--- src/rtl/tmr_pkg.sv ---
package tmr_pkg;
  localparam int CH_STRIDE   = 8;
  localparam int RLD_OFFSET  = 4;
  localparam int OFS_CTRL    = 'h18;
  localparam int OFS_CAUSE   = 'h1C;
  localparam int OFS_MASK    = 'h20;
  localparam int OFS_RSTEN   = 'h24;
  localparam int BITS_PER_CH = 2;

  function automatic int cnt_ofs(input int ch);
    return ch * CH_STRIDE;
  endfunction

  function automatic int rld_ofs(input int ch);
    return ch * CH_STRIDE + RLD_OFFSET;
  endfunction
endpackage

--- src/rtl/tmr_rst_sync.sv ---
module tmr_rst_sync (
  input  logic clk_i,
  input  logic rst_ni,
  output logic rst_no
);
  logic [1:0] sync_q;

  always_ff @(posedge clk_i or negedge rst_ni) begin
    if (!rst_ni) sync_q <= 2'b00;
    else         sync_q <= {sync_q[0], 1'b1};
  end

  assign rst_no = sync_q[1];
endmodule

--- src/rtl/tmr_chan.sv ---
module tmr_chan #(
  parameter int CNT_W = 32
) (
  input  logic             clk_i,
  input  logic             rst_ni,
  input  logic             en_i,
  input  logic             auto_i,
  input  logic             cnt_we_i,
  input  logic             rld_we_i,
  input  logic [CNT_W-1:0] wdata_i,
  output logic [CNT_W-1:0] cnt_o,
  output logic [CNT_W-1:0] rld_o,
  output logic             expire_o
);
  localparam logic [CNT_W-1:0] ONE = CNT_W'(1);

  logic [CNT_W-1:0] cnt_q, cnt_d, rld_q, rld_d;
  logic             cnt_ce, expire;

  always_comb begin
    cnt_d  = cnt_q;
    expire = 1'b0;
    if (cnt_we_i) begin
      cnt_d = wdata_i;
    end else if (en_i) begin
      if (cnt_q != '0) begin
        cnt_d  = cnt_q - ONE;
        expire = (cnt_q == ONE);
      end else if (auto_i) begin
        cnt_d = rld_q;
      end
    end
  end

  assign rld_d  = wdata_i;
  assign cnt_ce = cnt_we_i | en_i;

  always_ff @(posedge clk_i or negedge rst_ni) begin
    if (!rst_ni)     cnt_q <= '1;
    else if (cnt_ce) cnt_q <= cnt_d;
  end

  always_ff @(posedge clk_i or negedge rst_ni) begin
    if (!rst_ni)       rld_q <= '1;
    else if (rld_we_i) rld_q <= rld_d;
  end

  assign cnt_o    = cnt_q;
  assign rld_o    = rld_q;
  assign expire_o = expire;

  AST_STEP_DOWN: assert property (@(posedge clk_i) disable iff (!rst_ni)
    (en_i && !cnt_we_i && cnt_q != '0) |=> (cnt_q == $past(cnt_q) - ONE));
  AST_AUTO_RELOAD: assert property (@(posedge clk_i) disable iff (!rst_ni)
    (en_i && auto_i && !cnt_we_i && cnt_q == '0) |=> (cnt_q == $past(rld_q)));
  AST_ONESHOT_PARK: assert property (@(posedge clk_i) disable iff (!rst_ni)
    (en_i && !auto_i && !cnt_we_i && cnt_q == '0) |=> (cnt_q == '0));
  AST_FROZEN: assert property (@(posedge clk_i) disable iff (!rst_ni)
    (!en_i && !cnt_we_i) |=> $stable(cnt_q));
  AST_WRITE_WINS: assert property (@(posedge clk_i) disable iff (!rst_ni)
    cnt_we_i |=> (cnt_q == $past(wdata_i)));
endmodule

--- src/rtl/tmr_irq.sv ---
module tmr_irq #(
  parameter int NUM_CH = 3,
  parameter int WD_IDX = NUM_CH - 1
) (
  input  logic              clk_i,
  input  logic              rst_ni,
  input  logic [NUM_CH-1:0] evt_i,
  input  logic              cause_we_i,
  input  logic              mask_we_i,
  input  logic              rsten_we_i,
  input  logic [NUM_CH-1:0] wdata_i,
  output logic [NUM_CH-1:0] cause_o,
  output logic [NUM_CH-1:0] mask_o,
  output logic              rsten_o,
  output logic              irq_o,
  output logic              rst_req_o
);
  logic [NUM_CH-1:0] cause_q, cause_d, mask_q;
  logic              rsten_q, rst_q, rst_d;

  always_comb begin
    cause_d = cause_q;
    if (cause_we_i) cause_d = cause_q & wdata_i;
    cause_d = cause_d | evt_i;
    rst_d   = rst_q | (evt_i[WD_IDX] & rsten_q);
  end

  always_ff @(posedge clk_i or negedge rst_ni) begin
    if (!rst_ni) begin
      cause_q <= '0;
      rst_q   <= 1'b0;
    end else begin
      cause_q <= cause_d;
      rst_q   <= rst_d;
    end
  end

  always_ff @(posedge clk_i or negedge rst_ni) begin
    if (!rst_ni)        mask_q <= '0;
    else if (mask_we_i) mask_q <= wdata_i;
  end

  always_ff @(posedge clk_i or negedge rst_ni) begin
    if (!rst_ni)         rsten_q <= 1'b0;
    else if (rsten_we_i) rsten_q <= wdata_i[0];
  end

  assign cause_o   = cause_q;
  assign mask_o    = mask_q;
  assign rsten_o   = rsten_q;
  assign irq_o     = |(cause_q & mask_q);
  assign rst_req_o = rst_q;

  for (genvar g = 0; g < NUM_CH; g++) begin : g_chk
    AST_EVT_SETS: assert property (@(posedge clk_i) disable iff (!rst_ni)
      evt_i[g] |=> cause_q[g]);
    AST_CLEAR_BY_ZERO: assert property (@(posedge clk_i) disable iff (!rst_ni)
      $fell(cause_q[g]) |-> $past(cause_we_i && !wdata_i[g]));
  end

  AST_RST_STICKY: assert property (@(posedge clk_i) disable iff (!rst_ni)
    rst_q |=> rst_q);
  AST_RST_GATED: assert property (@(posedge clk_i) disable iff (!rst_ni)
    $rose(rst_q) |-> $past(evt_i[WD_IDX] && rsten_q));
endmodule

--- src/rtl/tmr_wdog_top.sv ---
module tmr_wdog_top #(
  parameter int CNT_W  = 32,
  parameter int NUM_CH = 3,
  parameter int ADDR_W = 6
) (
  input  logic              clk_i,
  input  logic              rst_ni,
  input  logic              bus_sel_i,
  input  logic              bus_we_i,
  input  logic [ADDR_W-1:0] bus_addr_i,
  input  logic [CNT_W-1:0]  bus_wdata_i,
  output logic [CNT_W-1:0]  bus_rdata_o,
  output logic              irq_o,
  output logic              wdog_rst_o
);
  import tmr_pkg::*;

  localparam int CTRL_W = BITS_PER_CH * NUM_CH;
  localparam int WD_IDX = NUM_CH - 1;
  localparam logic [ADDR_W-1:0] A_CTRL  = ADDR_W'(OFS_CTRL);
  localparam logic [ADDR_W-1:0] A_CAUSE = ADDR_W'(OFS_CAUSE);
  localparam logic [ADDR_W-1:0] A_MASK  = ADDR_W'(OFS_MASK);
  localparam logic [ADDR_W-1:0] A_RSTEN = ADDR_W'(OFS_RSTEN);

  logic              rst_n;
  logic              wr;
  logic [CTRL_W-1:0] ctrl_q, ctrl_d;
  logic              ctrl_ce;
  logic [NUM_CH-1:0] cnt_we, rld_we, expire;
  logic [CNT_W-1:0]  cnt_v [NUM_CH];
  logic [CNT_W-1:0]  rld_v [NUM_CH];
  logic [NUM_CH-1:0] cause, mask;
  logic              rsten;

  tmr_rst_sync u_rst (
    .clk_i  (clk_i),
    .rst_ni (rst_ni),
    .rst_no (rst_n)
  );

  assign wr      = bus_sel_i & bus_we_i;
  assign ctrl_ce = wr & (bus_addr_i == A_CTRL);
  assign ctrl_d  = bus_wdata_i[CTRL_W-1:0];

  always_ff @(posedge clk_i or negedge rst_n) begin
    if (!rst_n)       ctrl_q <= '0;
    else if (ctrl_ce) ctrl_q <= ctrl_d;
  end

  for (genvar g = 0; g < NUM_CH; g++) begin : g_ch
    localparam logic [ADDR_W-1:0] A_CNT = ADDR_W'(cnt_ofs(g));
    localparam logic [ADDR_W-1:0] A_RLD = ADDR_W'(rld_ofs(g));

    assign cnt_we[g] = wr & (bus_addr_i == A_CNT);
    assign rld_we[g] = wr & (bus_addr_i == A_RLD);

    tmr_chan #(.CNT_W(CNT_W)) u_chan (
      .clk_i    (clk_i),
      .rst_ni   (rst_n),
      .en_i     (ctrl_q[BITS_PER_CH*g]),
      .auto_i   (ctrl_q[BITS_PER_CH*g+1]),
      .cnt_we_i (cnt_we[g]),
      .rld_we_i (rld_we[g]),
      .wdata_i  (bus_wdata_i),
      .cnt_o    (cnt_v[g]),
      .rld_o    (rld_v[g]),
      .expire_o (expire[g])
    );
  end

  tmr_irq #(.NUM_CH(NUM_CH), .WD_IDX(WD_IDX)) u_irq (
    .clk_i      (clk_i),
    .rst_ni     (rst_n),
    .evt_i      (expire),
    .cause_we_i (wr & (bus_addr_i == A_CAUSE)),
    .mask_we_i  (wr & (bus_addr_i == A_MASK)),
    .rsten_we_i (wr & (bus_addr_i == A_RSTEN)),
    .wdata_i    (bus_wdata_i[NUM_CH-1:0]),
    .cause_o    (cause),
    .mask_o     (mask),
    .rsten_o    (rsten),
    .irq_o      (irq_o),
    .rst_req_o  (wdog_rst_o)
  );

  always_comb begin
    bus_rdata_o = '0;
    for (int i = 0; i < NUM_CH; i++) begin
      if (bus_addr_i == ADDR_W'(cnt_ofs(i))) bus_rdata_o = cnt_v[i];
      if (bus_addr_i == ADDR_W'(rld_ofs(i))) bus_rdata_o = rld_v[i];
    end
    if (bus_addr_i == A_CTRL)  bus_rdata_o[CTRL_W-1:0] = ctrl_q;
    if (bus_addr_i == A_CAUSE) bus_rdata_o[NUM_CH-1:0] = cause;
    if (bus_addr_i == A_MASK)  bus_rdata_o[NUM_CH-1:0] = mask;
    if (bus_addr_i == A_RSTEN) bus_rdata_o[0]          = rsten;
  end

  AST_CTRL_HOLD: assert property (@(posedge clk_i) disable iff (!rst_n)
    !ctrl_ce |=> $stable(ctrl_q));
  AST_IRQ_NEEDS_MASK: assert property (@(posedge clk_i) disable iff (!rst_n)
    (mask == '0) |-> !irq_o);
endmodule

--- config.mk ---
export PLATFORM = sky130hd
export DESIGN_NAME = tmr_wdog_top
export DESIGN_NICKNAME = d
export VERILOG_FILES = /design/src/rtl/tmr_pkg.sv /design/src/rtl/tmr_rst_sync.sv /design/src/rtl/tmr_chan.sv /design/src/rtl/tmr_irq.sv /design/src/rtl/tmr_wdog_top.sv
export SDC_FILE = /design/constraint.sdc
export NUM_CORES = 1
export LEC_CHECK = 0
export ABC_AREA = 0
export BUFFER_PORTS_ARGS = -buffer_cell sky130_fd_sc_hd__buf_2
export CAP_MARGIN = 30
export CORE_UTILIZATION = 30
export CTS_BUF_LIST = sky130_fd_sc_hd__clkbuf_8 sky130_fd_sc_hd__clkbuf_16
export DETAILED_ROUTE_END_ITERATION = 12
export GPL_TIMING_DRIVEN = 0
export PLACE_DENSITY = 0.42
export SETUP_SLACK_MARGIN = 0.05
export SLEW_MARGIN = 30
export SYNTH_ARGS = -nofsm -noshare
export SYNTH_HDL_FRONTEND = slang
export SYNTH_SLANG_ARGS = --single-unit
--- constraint.sdc ---
create_clock -name clk_i -period 8.5 [get_ports clk_i]
set_input_delay 1.7 -clock clk_i [delete_from_list [all_inputs] [get_ports clk_i]]
set_output_delay 1.7 -clock clk_i [all_outputs]
set_load 0.05 [all_outputs]
==> results of run 1 <==
path summary, 6_finish.rpt:
path / from / endpoint / slack, ns / cells past startpoint
max in group asynchronous: u_rst.sync_q[1] / g_ch[2].u_chan.cnt_o[19] / 7.09 / 2
max reg2reg: g_ch[0].u_chan.cnt_o[16] / g_ch[0].u_chan.cnt_o[16] / 4.63 / 8
min reg2reg: u_rst.sync_q[0] / u_rst.sync_q[1] / 0.35 / 0
min: u_rst.sync_q[0] / u_rst.sync_q[1] / 0.35 / 0
min in group asynchronous: u_rst.sync_q[1] / g_ch[1].u_chan.cnt_o[0] / 0.72 / 0
max: bus_addr_i[3] / bus_rdata_o[17] / 2.32 / 7
synthesized netlist by cell type (9+ instances only):
| library cell | n |
|---|---|
| a211oi_1 | 19 |
| a21oi_1 | 73 |
| a221o_1 | 36 |
| a222oi_1 | 30 |
| a22o_1 | 14 |
| a22oi_1 | 23 |
| a31oi_1 | 20 |
| and3_1 | 25 |
| buf_1 | 10 |
| buf_2 | 9 |
| clkbuf_1 | 89 |
| dfrtp_1 | 16 |
| dfstp_2 | 192 |
| inv_1 | 29 |
| mux2_2 | 121 |
| mux2i_1 | 10 |
| mux4_2 | 19 |
| nand2_1 | 75 |
| nand3_1 | 26 |
| nand4_1 | 33 |
| nor2_1 | 112 |
| nor3_1 | 45 |
| nor4_1 | 24 |
| o211ai_1 | 9 |
| o21ai_0 | 57 |
| or3_1 | 14 |
| or4_1 | 13 |
| xnor2_1 | 28 |
| xor2_1 | 19 |
sequential cells by signal, indices dropped and copies added, names as in the netlist:
register           count
g_ch.u_chan.rld_o     96
u_rst.sync_q           2
u_irq.mask_o           3
u_irq.rst_req_o        1
ctrl_q                 6
g_ch.u_chan.cnt_o     96
u_irq.rsten_o          1
u_irq.cause_o          3
layout make-up:
type	count	area [sq um]	share of cell area, %
timing repair buffer	75	458	2.98
sequential	208	5450	35.4
inverter	29	109	0.708
clock inverter	14	131	0.855
buffer	112	462	3.00
multi-input combinational	988	7190	46.8
clock buffer	38	838	5.45
tap	585	732	4.76
where the power goes:
group          leakage (nW)  switching [mW]  total, mW  internal [mW]
sequential             2.21           0.332       1.69           1.36
combinational          3.27           0.867       1.44          0.576
clock                 0.493           0.493       1.24          0.746
metal layers:
layer	wire (microns)	global-route usage [%]
met1	27100	37.4
met2	26500	41.5
met3	3160	3.46
met4	1350	6.07
met5	0	0
kinds of logic (layout without fill, tap and decap cells):
family                   count (synthesis)  after routing  share of synthesized area, %
XOR/XNOR                                47             47                          3.12
adder cells (fa/ha/maj)                  7              7                         0.664
flip-flops                             208            208                          41.3
AO/OA/AOI/OAI                          354            354                          19.3
other                                    1              1                        0.0285
buffers and inverters                  141            268                          4.33
multiplexers                           150            150                          14.3
AND/OR/NAND/NOR                        429            429                          16.9
layout by cell type (no fill, tap or decap), drive strengths merged, types with 10 or more instances in the layout:
cell / netlist / layout
nor2: 112 / 112
inv: 29 / 33
dfrtp: 16 / 16
buf: 23 / 98
nor3: 45 / 45
mux4: 19 / 19
mux2: 121 / 121
xor2: 19 / 19
dfstp: 192 / 192
a222oi: 30 / 30
a22o: 14 / 14
or3: 15 / 15
a221o: 36 / 36
nand2: 75 / 75
mux2i: 10 / 10
a31oi: 20 / 20
nor4: 24 / 24
nand4: 33 / 33
a21oi: 73 / 73
xnor2: 28 / 28
a211oi: 19 / 19
nand3: 26 / 26
and3: 25 / 25
a22oi: 23 / 23
clkbuf: 89 / 127
or4: 15 / 15
o21ai: 60 / 60
==> flow_summary.toml, run 1 <==
[clock_tree]
clk_pin_slew_ns = 0.05
tritoncts = "yes"
cts_root_buffer = "clkbuf_16"
clk_latency_ns = 0.58
cts_resized = 0
clock-sinks = 208
cts_htree_levels = 1
cts_made_buffers = 28
clk_path_buf_depth = 3
ctsHoldBuffers = 0
postCtsSetupBuffers = 0

[synthesis]
synth_top_area_share_pct = 38.3
synth_area_sq_um = 13200
synthFlopType = "dfstp_2"
synth_seq_cells = 208
synth.distinct_cells = 72
yosysWarnings = 0
yosysSeqAreaShare_pct = 41.3
synth_area_leaders = "dfstp_2 38%, mux2_2 10%, mux4_2 3.2%, nor2_1 3.2%, dfrtp_1 3.0%"
synth_top_area_cell = "dfstp_2"
synth_edf_count = 0
synth_async_sr_flop_share_pct = 100
syn_nets = 1386
syn_inst = 1337
synth.avg_cell_area_sq_um = 9.86

[timing]
clock_skew_ns = 0.0120
tns_ns = 0
holdWs_ns = 0.347
period_minus_slack_ns = 6.18
tightestPinTransition_ns = 1.04
fmax_mhz = 162
worst_slack_ns = 2.32
finalSetupViolations = 0
slew_violations = 0
finalCritPeriodShare_pct = 72.7
hold_viol_final = 0
rsz0062_at_grt = "no"
relSlewSlack_pct = 30.6

[final_layout]
layout.cells.non_filler = 2049
synthToLayoutAreaGrowth_pct = 16.6
drive_above_1_share_pct = 33.7
utilization_pct = 35.6
antenna_cells = 0
n_fill_cell = 4488
layout.nets = 1491
stdcell_area_sq_um = 15400

[worst_setup_path]
path_buf_inv = 5
crit_arrival_ns = 4.48
worstPathMaxFanout = 10
slowest_stage = "buf_1"
critPathKind = "primary input to output pin"
max_stage_delay_ns = 0.67
start_kind = "primary input"
required_ns = 6.80
end_kind = "output pin"
critical_path.top_delay_family = "buffers and inverters"
path_cells = "buf_2 > buf_1 > buf_1 > mux4_2 > a222oi_1 > inv_1 > buf_2"

[floorplan]
die_x_microns = 212
rows = 76
die_y_microns = 212
io_pins = 76
initial_core_util_pct = 30.5
die_area_sq_um = 44800
fp.coreArea_sq_um = 43200

[global_routing]
grt_overflow = 0
grt_pass1_vias = 11800
antenna_found_initial = 0
grtUsageTotal_pct = 26.1
grt_pass1_wl_microns = 85000
grt_start_max_net_pins = 47

[status]
outcome = "finished, final reports clean"

[routing]
drt_iter0_drc = 1061
routed_wl_microns = 58100
ant_nets = 0
routed_via_density = 5.89
via_count = 12100
drc = 0
wl_per_cell_microns = 28.4
firstDrtPassIters = 9

[placed_design]
gp_congestion = 0.957
pre_cts_ws_ns = 2.19
dp.cells = 1997
dp_hpwl_microns = 44100
io_buffers = 71
placed_cell_area_sq_um = 14400

[power_and_ir_drop]
power_leakage_nw = 5.97
irDropWorstVdd_v = 0.000140
power.total_mw = 4.37
p_per_area_nw_per_um2 = 284

[hold_path]
hold_path.class = "flip-flop to flip-flop"

[flow_run]
drv_cap = 0
No activity file was read; power rests on OpenSTA's default activity.
==> inputs of run 2 (changes only) <==
--- a/config.mk
+++ b/config.mk
@@ -5,14 +5,14 @@
 export SDC_FILE = /design/constraint.sdc
 export NUM_CORES = 1
 export LEC_CHECK = 0
-export ABC_AREA = 0
+export ABC_AREA = 1
 export BUFFER_PORTS_ARGS = -buffer_cell sky130_fd_sc_hd__buf_2
 export CAP_MARGIN = 30
 export CORE_UTILIZATION = 30
 export CTS_BUF_LIST = sky130_fd_sc_hd__clkbuf_8 sky130_fd_sc_hd__clkbuf_16
 export DETAILED_ROUTE_END_ITERATION = 12
 export GPL_TIMING_DRIVEN = 0
-export PLACE_DENSITY = 0.42
+export PLACE_DENSITY = 0.44
 export SETUP_SLACK_MARGIN = 0.05
 export SLEW_MARGIN = 30
 export SYNTH_ARGS = -nofsm -noshare
==> constraint.sdc (replaced) <==
create_clock -name clk_i -period 5.3 [get_ports clk_i]
set_input_delay 1.06 -clock clk_i [delete_from_list [all_inputs] [get_ports clk_i]]
set_output_delay 1.06 -clock clk_i [all_outputs]
set_load 0.05 [all_outputs]
==> run 2 against run 1 <==
Final area increased by 5.1%. Largest power group is now combinational cells. First-iteration DRC count grew 15%. Non-clock buffer count is 33 lower. Sequential share of layout area shrank 1.7 points. Sequential power up 66%. Flip-flop and latch count stayed put. Critical path type unchanged.
==> flow_summary.toml, run 2 <==
[status]
outcome = "finished, final reports clean"

[timing]
finalCritPeriodShare_pct = 84.7
relSlewSlack_pct = 45.6
fmax_mhz = 223
hold_viol_final = 0
holdWs_ns = 0.255
finalSetupViolations = 0
slew_violations = 0
tightestPinTransition_ns = 0.816
clock_skew_ns = 0.0186
period_minus_slack_ns = 4.49
tns_ns = 0
rsz0062_at_grt = "no"

[global_routing]
grt_pass1_vias = 13900
grt_overflow = 0
grtUsageTotal_pct = 26.2
grt_pass1_wl_microns = 90600
grt_start_max_net_pins = 46
antenna_found_initial = 0

[synthesis]
syn_nets = 2100
synth_seq_cells = 208
syn_inst = 2051
synthTopCellsByCount = "704 x nand2_1, 258 x nor2_1, 192 x dfstp_2"
synth.avg_cell_area_sq_um = 6.77
yosysSeqAreaShare_pct = 39.2
synthFlopType = "dfstp_2"
synth_top_area_share_pct = 36.3
synth_edf_count = 0
synth_area_leaders = "dfstp_2 36%, nand2_1 19%, nor2_1 7.0%, nand3_1 6.4%, o21ai_0 5.4%"
synth_top_area_cell = "dfstp_2"
synth_area_sq_um = 13900
synth.distinct_cells = 48
synth.most_common_cell = "nand2_1"
synth_async_sr_flop_share_pct = 100
yosysWarnings = 0

[final_layout]
antenna_cells = 0
synthToLayoutAreaGrowth_pct = 16.3
layout.cells.non_filler = 2783
stdcell_area_sq_um = 16200
final_cell_mix = "704 x nand2_1, 258 x nor2_1, 192 x dfstp_2"
layout.nets = 2210
layout_commonest_cell = "nand2_1"
drive_above_1_share_pct = 19.0
n_fill_cell = 5114

[placed_design]
io_buffers = 75
placed_cell_area_sq_um = 15100
dp_hpwl_microns = 49400
dp.cells = 2731
gp_congestion = 0.988

[worst_setup_path]
reg2regPathDepth = 12
path_cells = "buf_2 > nor2_4 > nand4_1 > inv_2 > buf_1 > nand2_1 > nand4_1 > buf_2"
start_kind = "primary input"
rrSetupSlack_ns = 2.63
slowest_stage = "nand4_1"
critical_path.top_delay_family = "buffers and inverters"
crit_arrival_ns = 3.43
path_buf_inv = 4
worstReg2RegEnd = "g_ch[1].u_chan.cnt_o[20]"
end_kind = "output pin"
r2r_start = "g_ch[1].u_chan.cnt_o[0]"
critPathKind = "primary input to output pin"
max_stage_delay_ns = 0.52
worstPathMaxFanout = 10
required_ns = 4.24

[clock_tree]
postCtsSetupBuffers = 0
clk_latency_ns = 0.58
cts_made_buffers = 28
ctsHoldBuffers = 0
clk_pin_slew_ns = 0.06
cts_resized = 0
cts_htree_levels = 1
tritoncts = "yes"
clock-sinks = 208
clk_path_buf_depth = 3
cts_root_buffer = "clkbuf_16"

[power_and_ir_drop]
power_leakage_nw = 7.18
power.total_mw = 8.26
p_per_area_nw_per_um2 = 512
irDropWorstVdd_v = 0.000261

[routing]
routed_wl_microns = 61500
drt_iter0_drc = 1215
firstDrtPassIters = 8
routed_via_density = 5.08
ant_nets = 0
wl_per_cell_microns = 22.1
drc = 0
via_count = 14100

[floorplan]
initial_core_util_pct = 30.5
die_area_sq_um = 47200
die_x_microns = 217
io_pins = 76
die_y_microns = 217
fp.coreArea_sq_um = 45500
rows = 78

[hold_path]
hold_path.class = "primary input to asynchronous set/reset pin"

[flow_run]
drv_cap = 0
[run 2: cell types whose count changed after synthesis, moves of 49 or more]
cell,change
nand3_1,+152
nor2_1,+146
clkbuf_1,-49
o21ai_0,+94
inv_1,+129
nand2_1,+629
mux2_2,-121
[run 2: kinds of logic (layout without fill, tap and decap cells)]
logic type / Yosys count / count (layout) / synth area share, %
AOI/OAI and AO/OA: 279 / 279 / 10.9
xor gates and xnor gates: 40 / 40 / 2.52
adders and majority gates: 7 / 7 / 0.631
buffers and inverters: 243 / 375 / 7.33
DFF: 208 / 208 / 39.2
other: 1 / 1 / 0.0270
and+or+nand+nor: 1273 / 1273 / 39.3
[run 2: stage by stage]
stage / setup slack [ns] / util (%)
floorplan: 1.69 / -
global placement: 0.164 / 33.0
detailed placement: 0.803 / 33.3
CTS: 0.796 / 35.5
global route: 0.633 / 35.5
finish: 0.813 / 35.5
[run 2: power breakdown]
group	internal, mW	total, mW	switching [mW]
sequential	2.24	2.81	0.570
clock	1.33	2.13	0.804
combinational	1.03	3.32	2.29
[run 2: routing by layer]
metal / GRT usage, % / vias to the layer above / wire (microns)
li1: - / 6854 / -
met4: 6.97 / 0 / 1680
met3: 2.85 / 78 / 3100
met5: 0 / - / 0
met1: 38.0 / 6756 / 29300
met2: 41.0 / 436 / 27400
[run 2: layout make-up]
| class | count | area, sq um | area share (%) |
|---|---|---|---|
| multi-input combinational | 1600 | 7430 | 46.0 |
| sequential | 208 | 5450 | 33.7 |
| clock buffer | 33 | 781 | 4.83 |
| tap | 600 | 751 | 4.65 |
| inverter | 169 | 637 | 3.94 |
| timing repair buffer | 80 | 490 | 3.04 |
| buffer | 74 | 382 | 2.36 |
| clock inverter | 19 | 235 | 1.46 |
[run 2: worst max-delay path by stage]
stage / startpoint / endpoint / cells after the start
finish: bus_addr_i[4] / bus_rdata_o[18] / 8
global route: bus_addr_i[5] / bus_rdata_o[20] / 8
CTS: bus_addr_i[4] / bus_rdata_o[7] / 8
detailed placement: bus_addr_i[4] / bus_rdata_o[7] / 8
global placement: u_rst.sync_q[1] / ctrl_q[1] / 0
floorplan: bus_addr_i[5] / bus_rdata_o[13] / 4
[run 2: worst register-to-register path: cells and delay by family (launching register included)]
family        cells  cell delay [ns]
simple gates      7             1.02
buf+inv           4             0.71
fa+ha+maj         1             0.29
flops             1             0.58
